<file path="src/rtl/cfgld_pkg.sv">
package cfgld_pkg;
  typedef enum logic {
    EDGE_RISE = 1'b0,
    EDGE_FALL = 1'b1
  } edge_sel_e;
endpackage

</file>
<file path="src/rtl/cfgld_sync.sv">
module cfgld_sync #(
  parameter int W      = 4,
  parameter int STAGES = 2
) (
  input  logic         clk,
  input  logic         rst,
  input  logic [W-1:0] d,
  output logic [W-1:0] q
);
  logic [W-1:0] st [STAGES];

  always_ff @(posedge clk) begin
    if (rst) st[0] <= '0;
    else     st[0] <= d;
  end

  for (genvar i = 1; i < STAGES; i++) begin : g_stage
    always_ff @(posedge clk) begin
      if (rst) st[i] <= '0;
      else     st[i] <= st[i-1];
    end
  end

  assign q = st[STAGES-1];
endmodule

</file>
<file path="src/rtl/cfgld_shifter.sv">
module cfgld_shifter #(
  parameter int BITS = 104,
  localparam int CW  = $clog2(BITS + 2)
) (
  input  logic            clk,
  input  logic            rst,
  input  logic            sclk_s,
  input  logic            sdat_s,
  input  logic            load_s,
  output logic [BITS-1:0] shadow_q,
  output logic [CW-1:0]   bit_cnt
);
  logic            sclk_d, load_d;
  logic [BITS-1:0] sr_q;
  logic            shift_ev, load_ev;

  assign shift_ev = sclk_s & ~sclk_d;
  assign load_ev  = load_s & ~load_d;

  always_ff @(posedge clk) begin
    if (rst) begin
      sclk_d   <= 1'b0;
      load_d   <= 1'b0;
      sr_q     <= '0;
      bit_cnt  <= '0;
      shadow_q <= '0;
    end else begin
      sclk_d <= sclk_s;
      load_d <= load_s;
      if (load_ev) begin
        if (bit_cnt == CW'(BITS)) shadow_q <= sr_q;
        bit_cnt <= '0;
      end else if (shift_ev) begin
        sr_q <= {sdat_s, sr_q[BITS-1:1]};
        if (bit_cnt != CW'(BITS + 1)) bit_cnt <= bit_cnt + 1'b1;
      end
    end
  end
endmodule

</file>
<file path="src/rtl/cfgld_timer.sv">
module cfgld_timer #(
  parameter int NW       = 8,
  parameter int UNIT_CYC = 1024,
  localparam int UW      = $clog2(UNIT_CYC + 1)
) (
  input  logic          clk,
  input  logic          rst,
  input  logic          start,
  input  logic [NW-1:0] n_val,
  output logic          busy,
  output logic          done,
  output logic [NW-1:0] step_q,
  output logic [UW-1:0] unit_q
);
  logic unit_end;

  assign unit_end = (unit_q == '0);
  assign done     = busy & ~start & unit_end & (step_q == NW'(1));

  always_ff @(posedge clk) begin
    if (rst) begin
      busy   <= 1'b0;
      step_q <= '0;
      unit_q <= '0;
    end else if (start) begin
      busy   <= 1'b1;
      step_q <= n_val;
      unit_q <= UW'(UNIT_CYC - 1);
    end else if (busy) begin
      if (unit_end) begin
        if (step_q == NW'(1)) begin
          busy   <= 1'b0;
          step_q <= '0;
        end else begin
          step_q <= step_q - 1'b1;
          unit_q <= UW'(UNIT_CYC - 1);
        end
      end else begin
        unit_q <= unit_q - 1'b1;
      end
    end
  end
endmodule

</file>
<file path="src/rtl/cfg_delay_loader.sv">
module cfg_delay_loader #(
  parameter int BYTES       = 13,
  parameter int BYTE_W      = 8,
  parameter int UNIT_CYC    = 1024,
  parameter int SYNC_STAGES = 2
) (
  input  logic                     clk,
  input  logic                     rst,
  input  logic                     ser_clk,
  input  logic                     ser_dat,
  input  logic                     ser_load,
  input  logic                     vsync,
  output logic [BYTES*BYTE_W-1:0]  cfg_active,
  output logic                     wait_o
);
  import cfgld_pkg::*;

  localparam int BITS     = BYTES * BYTE_W;
  localparam int EDGE_BIT = BITS - BYTE_W;
  localparam int CW       = $clog2(BITS + 2);
  localparam int UW       = $clog2(UNIT_CYC + 1);

  logic            sclk_s, sdat_s, load_s, vs_s, vs_d;
  logic [BITS-1:0] shadow_q;
  logic [CW-1:0]   bit_cnt;
  logic [BYTE_W-1:0] step_q;
  logic [UW-1:0]   unit_q;
  logic            vs_edge, start, busy, done;
  edge_sel_e       edge_mode;

  cfgld_sync #(.W(4), .STAGES(SYNC_STAGES)) u_sync (
    .clk (clk),
    .rst (rst),
    .d   ({ser_clk, ser_dat, ser_load, vsync}),
    .q   ({sclk_s, sdat_s, load_s, vs_s})
  );

  cfgld_shifter #(.BITS(BITS)) u_shift (
    .clk      (clk),
    .rst      (rst),
    .sclk_s   (sclk_s),
    .sdat_s   (sdat_s),
    .load_s   (load_s),
    .shadow_q (shadow_q),
    .bit_cnt  (bit_cnt)
  );

  always_ff @(posedge clk) begin
    if (rst) vs_d <= 1'b0;
    else     vs_d <= vs_s;
  end

  assign edge_mode = edge_sel_e'(cfg_active[EDGE_BIT]);
  assign vs_edge   = (edge_mode == EDGE_FALL) ? (vs_d & ~vs_s) : (vs_s & ~vs_d);
  assign start     = vs_edge & (shadow_q[BYTE_W-1:0] != '0);

  cfgld_timer #(.NW(BYTE_W), .UNIT_CYC(UNIT_CYC)) u_tmr (
    .clk    (clk),
    .rst    (rst),
    .start  (start),
    .n_val  (shadow_q[BYTE_W-1:0]),
    .busy   (busy),
    .done   (done),
    .step_q (step_q),
    .unit_q (unit_q)
  );

  always_ff @(posedge clk) begin
    if (rst)       cfg_active <= '0;
    else if (done) cfg_active <= shadow_q;
  end

  assign wait_o = busy;
endmodule

</file>
<file path="config.mk">
export PLATFORM = sky130hd
export DESIGN_NAME = cfg_delay_loader
export DESIGN_NICKNAME = d
export VERILOG_FILES = /design/src/rtl/cfgld_pkg.sv /design/src/rtl/cfgld_sync.sv /design/src/rtl/cfgld_shifter.sv /design/src/rtl/cfgld_timer.sv /design/src/rtl/cfg_delay_loader.sv
export SDC_FILE = /design/constraint.sdc
export NUM_CORES = 1
export LEC_CHECK = 0
export ABC_AREA = 1
export BUFFER_PORTS_ARGS = -buffer_cell sky130_fd_sc_hd__buf_2
export CORE_ASPECT_RATIO = 1.5
export CORE_MARGIN = 10
export CORE_UTILIZATION = 55
export DETAILED_ROUTE_END_ITERATION = 10
export PLACE_DENSITY = 0.74
export SLEW_MARGIN = 20
export SYNTH_ARGS = -nofsm -noshare
export SYNTH_HDL_FRONTEND = slang
export SYNTH_SLANG_ARGS = --single-unit
</file>
<file path="constraint.sdc">
create_clock -name clk -period 2.62 [get_ports clk]
set_input_delay 0.524 -clock clk [delete_from_list [all_inputs] [get_ports clk]]
set_output_delay 0.524 -clock clk [all_outputs]
set_load 0.005 [all_outputs]
</file>
# Yosys cells after proc, flatten, opt, wreduce, memory -nomap -nowiden
# Memory sizes are Yosys's and may differ from the RTL's.
# Index checks and enable logic that the tools add are counted.
[word_totals] ram_bits=8 out_inout_bits=105 mem_count=1 input_bits=6 register_bits=342 word_cells=66
[classes] eq_ne=5 n_reduce_logical=12 addsub=3 n_mux=18 n_bitwise=16
[memory_table] name="u_sync.st" depth=2 width=4 read_ports=2 rd_clocked_by_memory_dff=0 write_ports=2 line="cfgld_sync.sv:10" rtl="logic [W-1:0] st [STAGES];"
[op_table] cell="$mux 8" count=4
[op_table] cell="$mux 11" count=2
[op_table] cell="$mux 10" count=2
[op_table] cell="$reduce_and 2->1" count=6
[op_table] cell="$logic_not 11->1" count=1
[op_table] cell="$sub 11x1->11 const B" count=1
[op_table] cell="$and 1x1->1" count=8
[op_table] cell="$eq 8x1->1 const B" count=1
[op_table] cell="$mux 1" count=8
[op_table] cell="$mux 4" count=2
[op_table] cell="$reduce_bool 8->1" count=1
[op_table] cell="$sub 8x1->8 const B" count=1
[op_table] cell="$add 7x1->7 const B" count=1
[op_table] cell="$eq 7x7->1 const B" count=1
[op_table] cell="$ne 7x7->1 const B" count=1
[op_table] cell="$not 1->1" count=6
[op_table] cell="$reduce_bool 2->1" count=2
[op_table] cell="$reduce_or 2->1" count=2
[op_table] cell="$ne 3x2->1 const B" count=1
[op_table] cell="$ne 2x2->1 const B" count=1
[op_table] cell="$or 1x1->1" count=2

# Longest topological paths before layout
# An unclocked memory read counts as a cell.
[logic_depth] ltp_word=9 depth_mapped=11 mapped_depth_nobuf=10

# By module
# A second synthesis with hierarchy kept.
[unflattened] hier_cells=1700 area_unflattened_um2=13381.6
[by_module_without_submodules] module="cfgld_shifter" cells_per_inst=995 instances=1 area_per_inst_um2=8099.0 seq_area_each_um2=4344.2
[by_module_without_submodules] module="cfg_delay_loader" cells_per_inst=469 instances=1 area_per_inst_um2=3692.3 seq_area_each_um2=2102.0
[by_module_without_submodules] module="cfgld_timer" cells_per_inst=211 instances=1 area_per_inst_um2=1358.8 seq_area_each_um2=400.4
[by_module_without_submodules] module="cfgld_sync" cells_per_inst=25 instances=1 area_per_inst_um2=231.5 seq_area_each_um2=160.2

# Worst setup path before layout
# Ideal clock, no wire load.
[synth_timing] kind="reg-to-reg" startpoint="reg u_tmr.unit_q[0]" endpoint="reg cfg_active[0]" setup_slack_ns=0.884 synth_period_minus_slack_ns=1.736 arrival_time_ns=1.622 setup_ns=0.113 stages_incl_launch_ff=12 cell_sequence="dfxtp_1 > inv_1 > ha_1 > nand2_1 > nor2_4 > nand3_2 > nor2_4 > inv_2 > buf_6 > buf_6 > nor2_1 > nor2_1"
[synth_via] elab_chain_cells=3
[synth_lines] element="start, declared" line="cfgld_timer.sv:13" rtl="output logic [UW-1:0] unit_q"
[synth_lines] element="start signal, assigned" line="cfgld_timer.sv:28" rtl="unit_q <= UW'(UNIT_CYC - 1);"
[synth_lines] element="start signal, assigned" line="cfgld_timer.sv:36" rtl="unit_q <= UW'(UNIT_CYC - 1);"
[synth_lines] element="start signal, assigned" line="cfgld_timer.sv:39" rtl="unit_q <= unit_q - 1'b1;"
[synth_lines] element="$logic_not 11->1" line="cfgld_timer.sv:17" rtl="assign unit_end = (unit_q == '0);"
[synth_lines] element="$and 1x1->1 (2 in a row)" line="cfgld_timer.sv:18" rtl="assign done = busy & ~start & unit_end & (step_q == NW'(1));"
[synth_lines] element="end signal, assigned" line="cfg_delay_loader.sv:70" rtl="else if (done) cfg_active <= shadow_q;"
[synth_lines] element="end, declared" line="cfg_delay_loader.sv:13" rtl="output logic [BYTES*BYTE_W-1:0] cfg_active,"
# No other way between the ends.
# A chain may end at the register's enable or synchronous reset.

# Worst setup path after layout
[layout_timing] startpoint="reg u_tmr.unit_q[0]" endpoint="reg cfg_active[72]"
# The elaborated chain is that of the path after synthesis.

==> impl_metrics.tcl <==
set metrics [dict create \
    outcome "finished, final reports clean" \
    power_frac_clock 0.453 \
    die_area_um2 29700 \
    grt_pass1_vias 9913 \
    max_slew_margin 0.556 \
    routed-via-count 10400 \
    firstDrtPassIters 5 \
    cts_tree "yes" \
    tns_ns 0 \
    fp.coreArea_um2 22900 \
    place_ws_ns 0.449 \
    slew_violations 0 \
    syn2layout_area_growth_pct 13.1 \
    yosysWarnings 0 \
    cp-end-kind "flip-flop" \
    period_share 0.827 \
    pin_count 111 \
    nets 1736 \
    max_freq_mhz 462 \
    power_w 0.0105 \
    critical_path_required_ns 3.06 \
    swShare 0.213 \
    drive_gt1_frac 0.112 \
    power.density_nw_per_um2 730 \
    drt_wl_total_um 27300 \
    cp.arrival_ns 2.61 \
    fin_skew_ns 0.0158 \
    synth_area_um2 12700 \
    cts.clk_slew.worst_paths_ns 0.07 \
    ys_types 27 \
    crit_type "reg2reg" \
    layout_setup_ws_ns 0.453 \
    place.gp.congestion 0.797 \
    avgSynthCellArea_um2 7.61 \
    start_util 0.556 \
    final_common_cell "nor2_1" \
    intPower_w 0.00826 \
    fin_hold_ws_ns 0.171 \
    hold_buffers 0 \
    rsz0062_at_grt "no" \
    worst_slew_pin_slew_ns 0.666 \
    clock_latency_ns 0.56 \
    clock_sinks 350 \
    finalHoldViolations 0 \
    cp-start-kind "flip-flop" \
    ant_nets 0 \
    wire_per_inst_um 13.5 \
    cp_max_fo 26 \
    cts_setup_buffers 0 \
    layout_common_cells "675 x nor2_1, 350 x dfxtp_1, 258 x o21ai_0" \
    p_comb_frac 0.027 \
    dp_hpwl_um 16600 \
    synth_seq_cells 350 \
    min_period_ns 2.17 \
    grt_max_degree 130 \
    die_w_um 144 \
    synthCells 1672 \
    htree_num_levels 1 \
    drv_cap 0 \
    antenna_found_initial 0 \
    seq_area_frac_synth 0.551 \
    diodes 0 \
    syn_nets 1684 \
    cts-buffers-inserted 31 \
    grt_pass1_wl_um 46100 \
    hold_path_class "in2reg" \
    cts_resized 0 \
    setup_viol 0 \
    clockBufferDepth 3 \
    die_y_um 206 \
    ctsRootBufferMaster "clkbuf_16" \
    drcViolationCount 0 \
    p_seq_frac 0.520 \
    grt_use_total 0.181 \
    via_per_inst 5.15 \
    power_leakage_nw 6.79 \
    rows 68 \
    dr.first_iter.drc_count 643 \
    switching_power_w 0.00224 \
    ir_drop_mv 0.496 \
    port_buffers 110 \
    grt-ovfl-total 0 \
]
sequential cells by signal, summed over array words and instances (netlist names):
register	count
u_shift.sr_q	104
vs_d	1
u_tmr.step_q	8
u_tmr.unit_q	11
u_shift.sclk_d	1
u_shift.shadow_q	104
u_shift.load_d	1
u_sync.st	8
cfg_active	104
u_tmr.busy	1
u_shift.bit_cnt	7
per-stage QoR:
step	instances	util	cell area (µm²)
after CTS	2029	0.629	14400
after global routing	2029	0.629	14400
after floorplan	1672	-	12700
final	2029	0.629	14400
after global placement	1971	0.582	13300
after detailed placement	1971	0.582	13300
power groups by stage:
stage / sequential [W] / combinational, W / clock (W)
final: 0.00546 / 0.000278 / 0.00476
after global routing: 0.00547 / 0.000326 / 0.00508
after CTS: 0.00546 / 0.000282 / 0.00486
after detailed placement: 0.00558 / 0.000281 / 0
after global placement: 0.00558 / 0.000273 / 0
after floorplan: 0.00556 / 0.000217 / 0
kinds of logic after synthesis:
kind of cell | count (synthesis) | synth area share
and+or+nand+nor | 811 | 0.246
adders and majority gates | 6 | 0.00590
buffers and inverters | 154 | 0.0553
AOI/OAI and AO/OA | 341 | 0.135
xor gates and xnor gates | 10 | 0.00688
DFF | 350 | 0.551
cell type report:
type	count	area [µm²]
clock buffer	40	840
clock inverter	18	236
fill	2081	8500
inverter	46	181
multi-input combinational	1168	5020
sequential	350	7010
tap	280	350
timing repair buffer	127	753
worst paths after layout:
kind                                 endpoint                          from  cells after the start  slack, ns
setup / recovery  cfg_active[72]$_SDFFE_PP0P_  u_tmr.unit_q[0]$_SDFFE_PP0P_                     10       0.45
hold reg to reg    u_sync.st[1][0]$_SDFF_PP0_    u_sync.st[0][0]$_SDFF_PP0_                      2       0.40
setup reg to reg  cfg_active[72]$_SDFFE_PP0P_  u_tmr.unit_q[0]$_SDFFE_PP0P_                     10       0.45
hold / removal     u_sync.st[0][2]$_SDFF_PP0_                       ser_dat                      3       0.17
Yosys cell counts:
cell / n / area, µm²
nor2_1: 676 / 2540
dfxtp_1: 350 / 7010
o21ai_0: 258 / 1290
nand2_1: 86 / 323
clkbuf_1: 76 / 285
o21ai_1: 60 / 300
inv_1: 45 / 169
nand3_1: 32 / 160
a21oi_1: 21 / 105
buf_2: 16 / 80.1
buf_6: 14 / 158
xor2_1: 8 / 70.1
ha_1: 6 / 75.1
nor3_1: 5 / 25.0
or2_2: 3 / 18.8
buf_1: 2 / 7.51
nand2_2: 2 / 12.5
nor2_4: 2 / 22.5
xnor2_1: 2 / 17.5
a31o_2: 1 / 8.76
and3_1: 1 / 6.26
inv_2: 1 / 3.75
nand3_2: 1 / 10.0
nand3b_1: 1 / 7.51
nand4_1: 1 / 6.26
nor2_2: 1 / 6.26
o21ai_2: 1 / 8.76
layer usage:
metal | track usage | share of wire | wire, µm
met1 | 0.204 | 0.42 | 11600
met3 | 0.0274 | 0.036 | 983
met4 | 0.0583 | 0.023 | 634
met5 | 0 | 0 | 0
met2 | 0.340 | 0.52 | 14100
worst max-delay path: stages (launching register included):
cell,delay (ns)
dfxtp_1,0.32
inv_1,0.12
ha_1,0.22
nand2_1,0.14
nor2_4,0.17
nand3_2,0.12
nor2_4,0.18
clkinv_2,0.26
buf_4,0.33
nor2_1,0.13
nor2_1,0.06
No activity file was read; power rests on OpenSTA's default activity.
